**src/rtl/tcd_pkg.sv**
```systemverilog
package tcd_pkg;
  typedef enum logic [1:0] {
    DIVC_BAD0 = 2'd0,
    DIVC_FAST = 2'd1,
    DIVC_SLOW = 2'd2,
    DIVC_BAD3 = 2'd3
  } div_code_e;

  localparam int ADR_CODE   = 0;
  localparam int ADR_LOAD   = 1;
  localparam int ADR_STATUS = 2;
  localparam int ERR_BIT    = 4;

  function automatic logic code_ok(input logic [1:0] c);
    return (c == DIVC_FAST) || (c == DIVC_SLOW);
  endfunction
endpackage

```
**src/rtl/tcd_regs.sv**
```systemverilog
module tcd_regs
  import tcd_pkg::*;
#(
  parameter int DATA_W = 16,
  parameter int ADDR_W = 2
) (
  input  logic              clk,
  input  logic              rst,
  input  logic              wr_en,
  input  logic              rd_en,
  input  logic [ADDR_W-1:0] addr,
  input  logic [DATA_W-1:0] wdata,
  input  logic [1:0]        act_code,
  output logic [DATA_W-1:0] rdata,
  output logic              load_v,
  output logic [1:0]        load_code
);
  logic [1:0] pend;
  logic       err;
  logic       wr_code, wr_load, wr_stat;

  assign wr_code = wr_en && (addr == ADDR_W'(ADR_CODE));
  assign wr_load = wr_en && (addr == ADDR_W'(ADR_LOAD)) && wdata[0];
  assign wr_stat = wr_en && (addr == ADDR_W'(ADR_STATUS));

  always_ff @(posedge clk) begin
    if (rst) begin
      pend      <= DIVC_SLOW;
      err       <= 1'b0;
      load_v    <= 1'b0;
      load_code <= DIVC_SLOW;
      rdata     <= '0;
    end else begin
      load_v <= 1'b0;
      if (wr_code) pend <= wdata[1:0];
      if (wr_stat && wdata[ERR_BIT]) err <= 1'b0;
      if (wr_load) begin
        if (code_ok(pend)) begin
          load_v    <= 1'b1;
          load_code <= pend;
        end else begin
          err <= 1'b1;
        end
      end
      rdata <= '0;
      if (rd_en) begin
        if (addr == ADDR_W'(ADR_CODE))
          rdata <= DATA_W'(pend);
        else if (addr == ADDR_W'(ADR_STATUS))
          rdata <= DATA_W'({err, 2'b00, act_code});
      end
    end
  end

  AST_PEND_HOLD: assert property (@(posedge clk) disable iff (rst)
    !wr_code |=> $stable(pend));
  AST_ERR_STICKY: assert property (@(posedge clk) disable iff (rst)
    (err && !(wr_stat && wdata[ERR_BIT])) |=> err);
  AST_LOAD_READS_ZERO: assert property (@(posedge clk) disable iff (rst)
    (rd_en && addr == ADDR_W'(ADR_LOAD)) |=> (rdata == '0));
  AST_NO_BAD_LOAD: assert property (@(posedge clk) disable iff (rst)
    load_v |-> code_ok(load_code));
endmodule

```
**src/rtl/tcd_divider.sv**
```systemverilog
module tcd_divider
  import tcd_pkg::*;
#(
  parameter int DIV_FAST = 2,
  parameter int DIV_SLOW = 4
) (
  input  logic       clk,
  input  logic       rst,
  input  logic       load_v,
  input  logic [1:0] load_code,
  output logic [1:0] act_code,
  output logic       clk_o,
  output logic       ce_o
);
  localparam int HALF_FAST = DIV_FAST / 2;
  localparam int HALF_SLOW = DIV_SLOW / 2;
  localparam int CNT_W     = (HALF_SLOW > 1) ? $clog2(HALF_SLOW) : 1;

  logic [CNT_W-1:0] cnt, half_m1;
  logic [1:0]       nxt_code;
  logic             queued;

  assign half_m1 = (act_code == DIVC_FAST) ? CNT_W'(HALF_FAST - 1)
                                           : CNT_W'(HALF_SLOW - 1);

  always_ff @(posedge clk) begin
    if (rst) begin
      cnt      <= '0;
      clk_o    <= 1'b0;
      ce_o     <= 1'b0;
      act_code <= DIVC_SLOW;
      nxt_code <= DIVC_SLOW;
      queued   <= 1'b0;
    end else begin
      ce_o <= 1'b0;
      if (cnt == half_m1) begin
        cnt   <= '0;
        clk_o <= ~clk_o;
        if (!clk_o) begin
          ce_o <= 1'b1;
          if (queued) begin
            act_code <= nxt_code;
            queued   <= 1'b0;
          end
        end
      end else begin
        cnt <= cnt + 1'b1;
      end
      if (load_v) begin
        nxt_code <= load_code;
        queued   <= 1'b1;
      end
    end
  end

  AST_ACT_LEGAL: assert property (@(posedge clk) disable iff (rst)
    code_ok(act_code));
  AST_SWITCH_AT_RISE: assert property (@(posedge clk) disable iff (rst)
    !$stable(act_code) |-> $rose(clk_o));
  AST_CE_ON_HIGH: assert property (@(posedge clk) disable iff (rst)
    ce_o |-> clk_o);
endmodule

```
**src/rtl/trace_clkdiv_top.sv**
```systemverilog
module trace_clkdiv_top #(
  parameter int DATA_W   = 16,
  parameter int ADDR_W   = 2,
  parameter int DIV_FAST = 2,
  parameter int DIV_SLOW = 4
) (
  input  logic              clk,
  input  logic              rst,
  input  logic              wr_en,
  input  logic              rd_en,
  input  logic [ADDR_W-1:0] addr,
  input  logic [DATA_W-1:0] wdata,
  output logic [DATA_W-1:0] rdata,
  output logic              trace_clk,
  output logic              trace_ce
);
  logic [1:0] act_code, load_code;
  logic       load_v;

  tcd_regs #(.DATA_W(DATA_W), .ADDR_W(ADDR_W)) u_regs (
    .clk(clk), .rst(rst), .wr_en(wr_en), .rd_en(rd_en), .addr(addr),
    .wdata(wdata), .act_code(act_code), .rdata(rdata),
    .load_v(load_v), .load_code(load_code)
  );

  tcd_divider #(.DIV_FAST(DIV_FAST), .DIV_SLOW(DIV_SLOW)) u_div (
    .clk(clk), .rst(rst), .load_v(load_v), .load_code(load_code),
    .act_code(act_code), .clk_o(trace_clk), .ce_o(trace_ce)
  );
endmodule

```
**config.mk**
```make
export PLATFORM = sky130hd
export DESIGN_NAME = trace_clkdiv_top
export DESIGN_NICKNAME = d
export VERILOG_FILES = /design/src/rtl/tcd_pkg.sv /design/src/rtl/tcd_regs.sv /design/src/rtl/tcd_divider.sv /design/src/rtl/trace_clkdiv_top.sv
export SDC_FILE = /design/constraint.sdc
export NUM_CORES = 1
export LEC_CHECK = 0
export ABC_AREA = 1
export BUFFER_PORTS_ARGS = -buffer_cell sky130_fd_sc_hd__buf_2
export CAP_MARGIN = 20
export CORE_MARGIN = 3
export CORE_UTILIZATION = 40
export CTS_CLUSTER_DIAMETER = 40
export CTS_CLUSTER_SIZE = 10
export DETAILED_ROUTE_END_ITERATION = 8
export PLACE_DENSITY = 0.72
export SLEW_MARGIN = 20
export SYNTH_ARGS = -nofsm -noshare
export SYNTH_HDL_FRONTEND = slang
export SYNTH_SLANG_ARGS = --single-unit
```
**constraint.sdc**
```tcl
create_clock -name clk -period 1.8 [get_ports clk]
set_input_delay 0.36 -clock clk [delete_from_list [all_inputs] [get_ports clk]]
set_output_delay 0.36 -clock clk [all_outputs]
set_load 0.02 [all_outputs]
```
==> results.py <==
metrics = {
    "global_routing": {
        "antenna_found_initial": 0,
        "grt_max_degree": 10,
        "grt_pass1_wl_um": 2070,
        "grtUsageTotal_pct": 11.17,
        "grt.overflow.total": 0,
        "grt_pass1_vias": 521,
    },
    "setup_path": {
        "criticalPathCategory": "reg2out",
        "cp_slowest_cell": "dfxtp_1",
        "r2r-end": "u_div.act_code[1]",
        "crit_chain": "buf_2",
        "r2r_slack_ns": 0.80,
        "path_buf_inv": 1,
        "r2r_cells": 5,
        "worstSetupEndpoint": "trace_clk",
        "cp.required_ns": 1.44,
        "crit_cells": 1,
        "rr_startpoint": "u_div.act_code[1]",
        "crit_path_start_kind": "flip-flop",
        "cp_data_arrival_time_ns": 0.80,
        "cp_max_fo": 3,
        "critical_path.max_stage_delay_ns": 0.35,
        "crit_start": "u_div.clk_o",
        "crit_family": "flip-flops",
        "cp-end-kind": "primary output",
    },
    "cells_and_area": {
        "area_growth_pct": 8.333,
        "drive_above_1_share_pct": 22.81,
        "n_fill_cell": 195,
        "register_area_um2": 340.3,
        "multi_input_area_um2": 345.3,
        "finish.net_count": 137,
        "n_antenna_cell": 0,
    },
    "timing": {
        "fin_crit_ns": 1.162,
        "layout_worst_path_cycle_share_pct": 64.54,
        "hold_violations": 0,
        "finalSetupViolCount": 0,
        "fmax_mhz": 860.7,
        "finClkSkew_ns": 0.005725,
        "setup_tns_ns": 0,
        "slew_violations": 0,
        "whs_ns": 0.3125,
        "grt_setup_unrepaired": "no",
    },
    "power": {
        "pwr_density_cell_mw_per_mm2": 799.4,
        "p_leak_nw": 0.4138,
        "ir_worst_vdd_mv": 0.3151,
        "p_total_mw": 0.6761,
    },
    "clock_network": {
        "path_clk_slew_ns": 0.09,
        "cts.path.max_buffers": 2,
        "worstSkewPairLatency_ns": 0.28,
        "cts_tree": "built",
        "clkSinkCount": 17,
        "post_cts_buffers": 0,
        "htreeDepth": 1,
        "cts_hold_buf": 0,
        "cts_resized": 0,
        "cts_made_buffers": 3,
        "root_buffer": "clkbuf_4",
    },
    "run_status": {
        "outcome": "complete, no violations",
    },
    "yosys": {
        "synth-seq-cells": 17,
        "synthesis.area_um2": 780.7,
        "ys_types": 22,
        "yosys.area.top_type_share_pct": 43.59,
        "synthCells": 99,
        "ys_seq_area_share_pct": 43.59,
        "syn_area_per_cell_um2": 7.886,
        "yosys_warnings": 0,
        "ys_top_cells_by_area": "dfxtp_1 44%, buf_4 13%, nand2_1 10%, nor2_1 5.3%, nand3_1 4.5%",
        "yosys.area.top_type": "dfxtp_1",
    },
    "floorplan": {
        "die_y_um": 50.18,
        "die_area_mm2": 0.002518,
        "initial_core_util_pct": 43.79,
        "die_w_um": 50.18,
        "rows": 15,
        "io_pins": 40,
        "core_area_mm2": 0.001783,
    },
    "drt": {
        "first_pass_iters": 4,
        "drt_iter0_markers": 5,
        "wl_um": 1259,
        "viasPerCell": 4.252,
        "vias": 591,
        "drc": 0,
        "wire_per_inst_um": 9.058,
        "ant_nets": 0,
    },
    "run": {
        "maxCapViolations": 0,
    },
    "worst_hold_path": {
        "hold_path_class": "in2reg",
    },
    "placement": {
        "port_buffers": 13,
        "gp_congestion": 0.7741,
        "dpl.hpwl_um": 1011,
    },
}
stage by stage:
stage,std cells,worst slack (ns),instance area [um^2],utilization (%)
finish,139,0.6382,845.8,47.44
global route,139,0.5845,845.8,47.44
CTS,139,0.6180,845.8,47.44
detailed placement,135,0.6871,819.5,45.96
global placement,135,0.6952,819.5,45.96
floorplan,111,0.8804,825.8,-
area by class of cell:
cell class	count	area share (%)
Multi-Input combinational cell	70	40.83
Sequential cell	17	40.24
Timing Repair Buffer	13	7.692
Inverter	10	4.438
Tap cell	25	3.698
Clock buffer	4	3.107
state kept, by name, indices dropped and copies added (netlist names), 2 cells and up:
| signal | count |
|---|---|
| u_regs.rdata | 3 |
| u_div.act_code | 2 |
| u_regs.pend | 2 |
| u_div.nxt_code | 2 |
| u_regs.load_code | 2 |
worst min path at each step:
stage,start,end,slack [ns],cells after the start
2_1_floorplan,u_regs.err,u_regs.rdata[4],0.42,2
3_3_place_gp,u_regs.err,u_regs.rdata[4],0.44,2
3_5_place_dp,u_regs.err,u_regs.rdata[4],0.44,2
4_1_cts,wdata[1],u_regs.pend[1],0.30,3
5_1_grt,wdata[1],u_regs.pend[1],0.30,3
6_report,wdata[1],u_regs.pend[1],0.31,3
cell families (layout without fill, tap and decap cells):
family / count (synthesis) / after routing / synth area share [%]
AND/OR/NAND/NOR: 47 / 47 / 29.97
buffers and inverters: 24 / 27 / 17.95
AO/OA/AOI/OAI: 9 / 9 / 6.891
XOR/XNOR: 1 / 1 / 1.122
flip-flops: 17 / 17 / 43.59
other: 1 / 13 / 0.4803
placed cells by master (no fill, tap or decap), drive strengths merged:
cell	Yosys	layout
a211oi	1	1
a21oi	5	5
buf	14	13
clkbuf	0	4
conb	1	13
dfxtp	17	17
inv	10	10
nand2	22	22
nand3	10	10
nand4	1	1
nor2	13	13
nor3b	1	1
o211ai	1	1
o21ai	2	2
xor2	1	1
routing by layer:
layer | vias up | part of all wire (%) | global-route usage (%)
li1 | 315 | - | -
met1 | 255 | 42 | 12.83
met2 | 16 | 49 | 17.83
met3 | 5 | 6.1 | 3.561
met4 | 0 | 2.9 | 6.912
met5 | - | 0 | 0
synth_stat cells:
cell type	instances
nand2_1	21
buf_2	1
nor2_2	1
a211oi_1	1
o21ai_1	1
inv_2	1
o21ai_0	1
a21oi_1	4
nand3_1	7
nor2_4	1
nand4_2	1
nand2_2	1
xor2_1	1
buf_4	13
nor2_1	11
o211ai_1	1
nand3_2	3
dfxtp_1	17
inv_1	9
nor3b_2	1
a21oi_2	1
conb_1	1
power by group:
part | switching [mW] | leakage, nW | internal, mW | total [mW]
clock network | 0.109 | 0.0150 | 0.0860 | 0.195
logic | 0.0638 | 0.260 | 0.0227 | 0.0865
registers | 0.00703 | 0.138 | 0.387 | 0.394
total | 0.180 | 0.414 | 0.496 | 0.676
No activity file was read; power rests on OpenSTA's default activity.
